**config.mk**
```make
export PLATFORM = sky130hd
export DESIGN_NAME = scsi_irq_status
export DESIGN_NICKNAME = d
export VERILOG_FILES = /design/src/rtl/scsi_irq_pkg.sv /design/src/rtl/sirq_sticky_bank.sv /design/src/rtl/sirq_evt_filter.sv /design/src/rtl/sirq_read_mux.sv /design/src/rtl/scsi_irq_status.sv
export SDC_FILE = /design/constraint.sdc
export NUM_CORES = 1
export LEC_CHECK = 0
export BUFFER_PORTS_ARGS = -buffer_cell sky130_fd_sc_hd__buf_2
export CAP_MARGIN = 20
export CORE_UTILIZATION = 46
export DETAILED_ROUTE_END_ITERATION = 10
export HOLD_SLACK_MARGIN = 0.15
export PLACE_DENSITY = 0.86
export SETUP_SLACK_MARGIN = 0.05
export SLEW_MARGIN = 25
export SYNTH_ARGS = -nofsm -noshare
export SYNTH_HDL_FRONTEND = slang
export SYNTH_HIERARCHICAL = 1
export SYNTH_SLANG_ARGS = --single-unit
export TNS_END_PERCENT = 20
```
**constraint.sdc**
```tcl
create_clock -name clk -period 2.7 [get_ports clk]
set_clock_uncertainty 0.15 [all_clocks]
set_input_delay 0.135 -clock clk [delete_from_list [all_inputs] [get_ports clk]]
set_output_delay 0.135 -clock clk [all_outputs]
set_load 0.03 [all_outputs]
```
**src/rtl/scsi_irq_pkg.sv**
```systemverilog
package scsi_irq_pkg;
   localparam int DATA_W       = 8;
   localparam int EVT_W        = 8;
   localparam int LAT_W        = 4;
   localparam int PHASE_W      = 3;
   localparam int ADR_STATUS   = 0;
   localparam int ADR_INTR     = 1;
   localparam int ADR_CFG      = 2;
   localparam int BUSRST_BIT   = 7;
   localparam int CFG_SUPP_BIT = 6;

   typedef struct packed {
      logic               pend;
      logic [LAT_W-1:0]   lat;
      logic [PHASE_W-1:0] phase;
   } stat_byte_t;
endpackage

```
**src/rtl/sirq_sticky_bank.sv**
```systemverilog
module sirq_sticky_bank #(
   parameter int W = 8
) (
   input  logic         clk,
   input  logic         rst_n,
   input  logic         clr,
   input  logic         rel,
   input  logic [W-1:0] set,
   output logic [W-1:0] q
);
   if (W < 1) begin : g_bad_w
      $error("sirq_sticky_bank: W must be positive");
   end

   for (genvar i = 0; i < W; i++) begin : g_bit
      always_ff @(posedge clk or negedge rst_n) begin
         if (!rst_n)
            q[i] <= 1'b0;
         else if (clr)
            q[i] <= 1'b0;
         else if (rel)
            q[i] <= set[i];
         else
            q[i] <= q[i] | set[i];
      end
   end
endmodule

```
**src/rtl/sirq_evt_filter.sv**
```systemverilog
module sirq_evt_filter #(
   parameter int W       = 8,
   parameter int GATE_BIT = 7
) (
   input  logic [W-1:0] evt_in,
   input  logic         by_self,
   input  logic         suppress,
   output logic [W-1:0] evt_out
);
   if (GATE_BIT >= W) begin : g_bad_bit
      $error("sirq_evt_filter: GATE_BIT out of range");
   end

   for (genvar i = 0; i < W; i++) begin : g_lane
      if (i == GATE_BIT) begin : g_gated
         assign evt_out[i] = evt_in[i] & ~(by_self & suppress);
      end else begin : g_pass
         assign evt_out[i] = evt_in[i];
      end
   end
endmodule

```
**src/rtl/sirq_read_mux.sv**
```systemverilog
module sirq_read_mux #(
   parameter int ADDR_W = 2,
   parameter int DW     = 8
) (
   input  logic [ADDR_W-1:0] addr,
   input  logic [DW-1:0]     stat_b,
   input  logic [DW-1:0]     intr_b,
   input  logic [DW-1:0]     cfg_b,
   output logic [DW-1:0]     rdata
);
   import scsi_irq_pkg::*;

   always_comb begin
      rdata = '0;
      if (addr == ADDR_W'(ADR_STATUS))
         rdata = stat_b;
      else if (addr == ADDR_W'(ADR_INTR))
         rdata = intr_b;
      else if (addr == ADDR_W'(ADR_CFG))
         rdata = cfg_b;
   end
endmodule

```
**src/rtl/scsi_irq_status.sv**
```systemverilog
module scsi_irq_status
   import scsi_irq_pkg::*;
#(
   parameter int ADDR_W = 2
) (
   input  logic              clk,
   input  logic              rst_n,
   input  logic [7:0]        irq_evt,
   input  logic [3:0]        stat_evt,
   input  logic              busrst_by_self,
   input  logic              soft_reset,
   input  logic              phase_msg,
   input  logic              phase_cd,
   input  logic              phase_io,
   input  logic [ADDR_W-1:0] cpu_addr,
   input  logic              cpu_rd,
   input  logic              cpu_wr,
   input  logic [7:0]        cpu_wdata,
   output logic [7:0]        cpu_rdata,
   input  logic              irq_en,
   output logic              irq
);
   if (ADDR_W < 2) begin : g_bad_addr
      $error("scsi_irq_status: ADDR_W must be at least 2");
   end
   if (DATA_W != 1 + LAT_W + PHASE_W) begin : g_bad_layout
      $error("scsi_irq_status: status byte layout mismatch");
   end

   logic             rd_intr;
   logic             wr_cfg;
   logic             cfg_supp;
   logic [EVT_W-1:0] evt_f;
   logic [EVT_W-1:0] intr_q;
   logic [LAT_W-1:0] lat_q;
   logic             pending;
   stat_byte_t       stat_b;
   logic [DATA_W-1:0] cfg_b;

   assign rd_intr = cpu_rd && (cpu_addr == ADDR_W'(ADR_INTR));
   assign wr_cfg  = cpu_wr && (cpu_addr == ADDR_W'(ADR_CFG));

   always_ff @(posedge clk or negedge rst_n) begin
      if (!rst_n)
         cfg_supp <= 1'b0;
      else if (wr_cfg)
         cfg_supp <= cpu_wdata[CFG_SUPP_BIT];
   end

   sirq_evt_filter #(.W(EVT_W), .GATE_BIT(BUSRST_BIT)) u_filt (
      .evt_in   (irq_evt),
      .by_self  (busrst_by_self),
      .suppress (cfg_supp),
      .evt_out  (evt_f)
   );

   sirq_sticky_bank #(.W(EVT_W)) u_intr (
      .clk   (clk),
      .rst_n (rst_n),
      .clr   (soft_reset),
      .rel   (rd_intr),
      .set   (evt_f),
      .q     (intr_q)
   );

   sirq_sticky_bank #(.W(LAT_W)) u_lat (
      .clk   (clk),
      .rst_n (rst_n),
      .clr   (soft_reset),
      .rel   (rd_intr),
      .set   (stat_evt),
      .q     (lat_q)
   );

   assign pending = |intr_q;

   always_comb begin
      stat_b.pend  = pending;
      stat_b.lat   = lat_q;
      stat_b.phase = {phase_msg, phase_cd, phase_io};
      cfg_b        = '0;
      cfg_b[CFG_SUPP_BIT] = cfg_supp;
   end

   sirq_read_mux #(.ADDR_W(ADDR_W), .DW(DATA_W)) u_rmux (
      .addr   (cpu_addr),
      .stat_b (stat_b),
      .intr_b (intr_q),
      .cfg_b  (cfg_b),
      .rdata  (cpu_rdata)
   );

   assign irq = pending & irq_en;
endmodule

```
# Yosys cells after proc, flatten, opt, wreduce, memory -nomap -nowiden
# Cells that the tools add are included.
dict set report word_totals {
  out_inout_bits 9
  mem_bits_rw 0
  latch_bits 0
  wordCells 62
  reg_bits 13
  inputBits 32
  rom_bits 0
  n_memories 0
}
dict set report classes {
  div_mod_pow 0
  n_mul 0
  n_eq_ne 2
  n_addsub 0
  muxes 27
  n_lt_le_gt_ge 0
  n_reduce_logical 4
  n_shift 0
  n_bitwise 16
}
# op n
set op_table {}
lappend op_table {{1-bit two-way mux} 24}
lappend op_table {{8-bit two-way mux} 2}
lappend op_table {{1-bit bitwise OR} 12}
lappend op_table {{8-bit OR reduction} 1}
lappend op_table {{7-bit two-way mux} 1}
lappend op_table {{1-bit AND} 3}
lappend op_table {{2-bit by 1-bit equality test with 1-bit output, second input constant} 1}
lappend op_table {{2-bit equality test, second input constant} 1}
lappend op_table {{1-bit logical AND} 2}
lappend op_table {{2-bit zero test} 1}
lappend op_table {{1-bit NOT} 1}

# Depth between registers and ports, before layout
dict set report depth {
  depth_word 6
  ltp_mapped 4
  ltp_nobuf 4
}

# By module
# Netlist, hierarchy kept.
# module area_per_inst_um2 seq_area_each_um2 instances cells_per_inst
set by_module_without_submodules {}
lappend by_module_without_submodules {{sirq_sticky_bank at u_intr} 344.1 200.2 1 33}
lappend by_module_without_submodules {sirq_read_mux 197.7 0.0 1 20}
lappend by_module_without_submodules {{sirq_sticky_bank at u_lat} 160.2 100.1 1 16}
lappend by_module_without_submodules {scsi_irq_status 95.1 25.0 1 10}
lappend by_module_without_submodules {sirq_evt_filter 63.8 0.0 1 8}

# Least setup slack after synthesis
# OpenSTA, ideal clock, no wires.
dict set report synth_timing {
  path_kind {register to output}
  from {register u_intr.q[1]}
  to {output port cpu_rdata[7]}
  path_stages_with_launch 5
  n_path_buf 0
  setup_slack_ps 1295
  t_required_ps 2415
  t_arrival_ps 1120
  path_cell_list {dfrtp_1 > nor4_1 > nand2_1 > mux2i_1 > o2bb2ai_1}
}
dict set report synth_between {
  elab_chain_cells 2
}
# element line_no
set synth_rtl {}
lappend synth_rtl {{start, declared} sirq_sticky_bank.sv:9} ;# output logic [W-1:0] q
lappend synth_rtl {{start signal, assigned by index} sirq_sticky_bank.sv:22} ;# q[i] <= set[i];
lappend synth_rtl {{start signal, assigned by index} sirq_sticky_bank.sv:24} ;# q[i] <= q[i] | set[i];
lappend synth_rtl {{8-bit OR reduction} scsi_irq_status.sv:75} ;# assign pending = |intr_q;
lappend synth_rtl {{via pending} scsi_irq_status.sv:36} ;# logic pending;
lappend synth_rtl {{8-bit two-way mux} sirq_read_mux.sv:15} ;# if (addr == ADDR_W'(ADR_STATUS))
lappend synth_rtl {{end, declared} scsi_irq_status.sv:19} ;# output logic [7:0] cpu_rdata,
# The timed path passes the listed nets, and every way through them passes these cells.

# Worst setup path in the final report
dict set report layout_timing {
  from {input port busrst_by_self}
  to {register u_intr.q[7]}
}
dict set report layout_between {
  elab_chain_cells 6
}
# element line_no
set layout_rtl {}
lappend layout_rtl {{start, declared} scsi_irq_status.sv:10} ;# input logic busrst_by_self,
lappend layout_rtl {{1-bit AND (*)} sirq_evt_filter.sv:16} ;# assign evt_out[i] = evt_in[i] & ~(by_self & suppress);
lappend layout_rtl {{1-bit NOT (*)} sirq_evt_filter.sv:16}
lappend layout_rtl {{1-bit AND (*)} sirq_evt_filter.sv:16}
lappend layout_rtl {{via evt_f[7]} scsi_irq_status.sv:33} ;# logic [EVT_W-1:0] evt_f;
lappend layout_rtl {{1-bit bitwise OR} sirq_sticky_bank.sv:24}
lappend layout_rtl {{1-bit two-way mux (*)} sirq_sticky_bank.sv:21} ;# else if (rel)
lappend layout_rtl {{1-bit two-way mux (*)} sirq_sticky_bank.sv:19} ;# else if (clr)
# The timed path passes the listed nets; every way through them passes the cells marked *.
# A chain may end at the register's enable or synchronous reset.

==> flow_metrics.tcl <==
set metrics [dict create \
    fill_cells 122 \
    grt_start_max_net_pins 14 \
    core_area_um2 1750 \
    rsz0062_at_grt "false" \
    ant_nets 0 \
    hp-start "irq_en" \
    fin_crit_ps 2120 \
    rrSetupSlack_ps 720 \
    crit_top_cell "dlygate4sd3_1" \
    cts_made_buffers 3 \
    cts.clk_slew.worst_paths_ps 80 \
    n_antenna_cell 0 \
    crit_chain "dlygate4sd3_1 -> buf_2 -> a21boi_2 -> dlygate4sd3_1 -> inv_1 -> a21oi_2 -> dlygate4sd3_1" \
    grt_usage_pct 25.0 \
    finalSetupTns_ps 0 \
    yosys-top-cells-area "dfrtp_1 (38%), mux2i_1 (9.3%), o2bb2ai_1 (8.1%)" \
    cts-root-buf "clkbuf_4" \
    dieArea_um2 2050 \
    syn_area_um2 861 \
    seq_area_frac_synth_pct 37.8 \
    finalHoldViolations 0 \
    syn_inst 87 \
    clkLatencyLatePin_ps 280 \
    hp-class "in -> out" \
    via_count 806 \
    critPathKind "in -> reg" \
    cts.sinks 13 \
    r2r-start "cfg_supp" \
    cts_resized 0 \
    utilization_pct 74.8 \
    status "finished clean" \
    grt_pass1_wl_um 3470 \
    placed_area_um2 988 \
    crit_required_ps 2770 \
    drc_errors 0 \
    synth_cell_types 20 \
    reg2reg_depth 5 \
    grt_pass1_vias 749 \
    ir_drop_uv 251 \
    layout-drive-gt1-share_pct 29.7 \
    leakage_nw 0.687 \
    tightest_slew_ps 629 \
    place_congestion 0.743 \
    setup.worst_path.start_class "input port" \
    finalPower_w 0.000516 \
    arrival_ps 2200 \
    crit_path_max_incr_delay_ps 560 \
    yosys_warnings 6 \
    holdPathStages 3 \
    hold_path_end "irq" \
    worstSetupEndpointType "register" \
    drtPass1Iterations 4 \
    cts_buffer_depth 2 \
    via_per_inst 4.66 \
    wl_per_cell_um 12.8 \
    antenna_found_initial 0 \
    row_count 15 \
    drtIter0Drc 11 \
    synth_top_cell_by_area "dfrtp_1" \
    synthToLayoutAreaGrowth_pct 51.6 \
    port_buffers 33 \
    die_h_um 45.3 \
    finalMaxSlewViolations 0 \
    pin_count 41 \
    ctsHtreeMaxLevel 1 \
    cp_max_fo 1 \
    drt_wl_total_um 2220 \
    slew_headroom_pct 57.9 \
    yosysTopAreaCellShare_pct 37.8 \
    fin_cells 173 \
    fmax_mhz 471 \
    regToRegEndpoint "u_intr/q[7]" \
    synth.avg_cell_area_um2 9.89 \
    slowest_stage "dlygate4sd3_1" \
    gr-total-overflow 0 \
    cap_violations 0 \
    period_share_pct 78.6 \
    die_w_um 45.3 \
    nets 181 \
    cts_tree "built" \
    placed_cells 140 \
    p_per_area_nw_per_um2 395 \
    synth-seq-cells 13 \
    hpwl_um 1260 \
    start_util_pct 49.3 \
    setup_viol 0 \
    final_cell_area_um2 1310 \
]
[synth_stat cells]
cell type,instances
buf_4,7
mux2_4,1
clkbuf_2,1
mux2i_1,8
inv_1,12
o2bb2ai_1,8
a21oi_2,3
nand2b_4,1
nand2b_1,11
nor4_1,2
nor2b_4,1
nor2_1,1
nand3b_4,1
a21boi_1,1
a21oi_1,9
dfrtp_1,13
conb_1,1
a21boi_2,1
buf_6,3
nand2_1,2
[per-layer routing]
metal	part of all wire (%)	wire (µm)	vias up	track usage [%]
li1	-	-	397	-
met1	43	963	378	29.8
met2	50	1110	22	40.0
met3	3.1	68	9	5.60
met4	3.6	80	0	17.0
met5	0	0	-	0
[stage by stage]
stage                     setup WS, ps  hold WS (ps)
final                              577           504
after detailed placement          1170          -111
after CTS                          638           507
after floorplan                   1300          -311
after global placement            1180          -115
after global routing               516           526
[worst max path at each step]
| stage | startpoint | to | slack [ps] |
|---|---|---|---|
| 6_report | busrst_by_self | u_intr/q[7] | 580 |
| 5_1_grt | busrst_by_self | u_intr/q[7] | 520 |
| 4_1_cts | busrst_by_self | u_intr/q[7] | 640 |
| 3_5_place_dp | cpu_addr[0] | u_intr/q[6] | 1170 |
| 3_3_place_gp | cpu_addr[0] | u_intr/q[6] | 1180 |
| 2_1_floorplan | u_intr/q[1] | cpu_rdata[7] | 1300 |
[placed cells by master (no fill, tap or decap), drive strengths merged]
cell type / n
a21boi: 2
a21oi: 12
buf: 33
clkbuf: 4
conb: 7
dfrtp: 13
dlygate4sd3: 29
inv: 12
mux2: 1
mux2i: 8
nand2: 2
nand2b: 12
nand3b: 1
nor2: 1
nor2b: 1
nor4: 2
o2bb2ai: 8
[cell type report]
cell class,instances,area [µm²],share of cell area [%]
tap,25,31.3,2.40
clock buffer,4,26.3,2.01
multi-input combinational,57,422,32.3
inverter,12,45.0,3.45
timing repair buffer,62,455,34.9
sequential,13,325,24.9
[power by group]
part	internal, W	switching, W	leakage, nW
Sequential	0.000210	0.0000138	0.163
Clock	0.0000575	0.0000676	0.0150
Combinational	0.0000871	0.0000796	0.509
Total	0.000355	0.000161	0.687
[cells by family (layout without fill, tap and decap cells)]
family / count (synthesis) / in the layout / synth area share [%]
other: 1 / 7 / 0.436
AND/OR/NAND/NOR: 19 / 19 / 16.3
multiplexers: 9 / 9 / 11.0
AO/OA/AOI/OAI: 22 / 22 / 18.6
flip-flops: 13 / 13 / 37.8
buffers and inverters: 23 / 78 / 15.8
[sequential cells by signal (all words and copies together) (netlist names)]
register	flops
u_lat/q	4
cfg_supp	1
u_intr/q	8
[worst max-delay path, delay by kind of cell]
kind / cells / cell delay (ps)
compound gates: 2 / 210
buf+inv: 5 / 1860
[repair_timing]
item                      in CTS  in global routing
hold endpoints to repair      26                  0
setup buffers                  0                  0
hold buffers                  29                  0
Note: power is estimated with default switching activity, not from simulation.
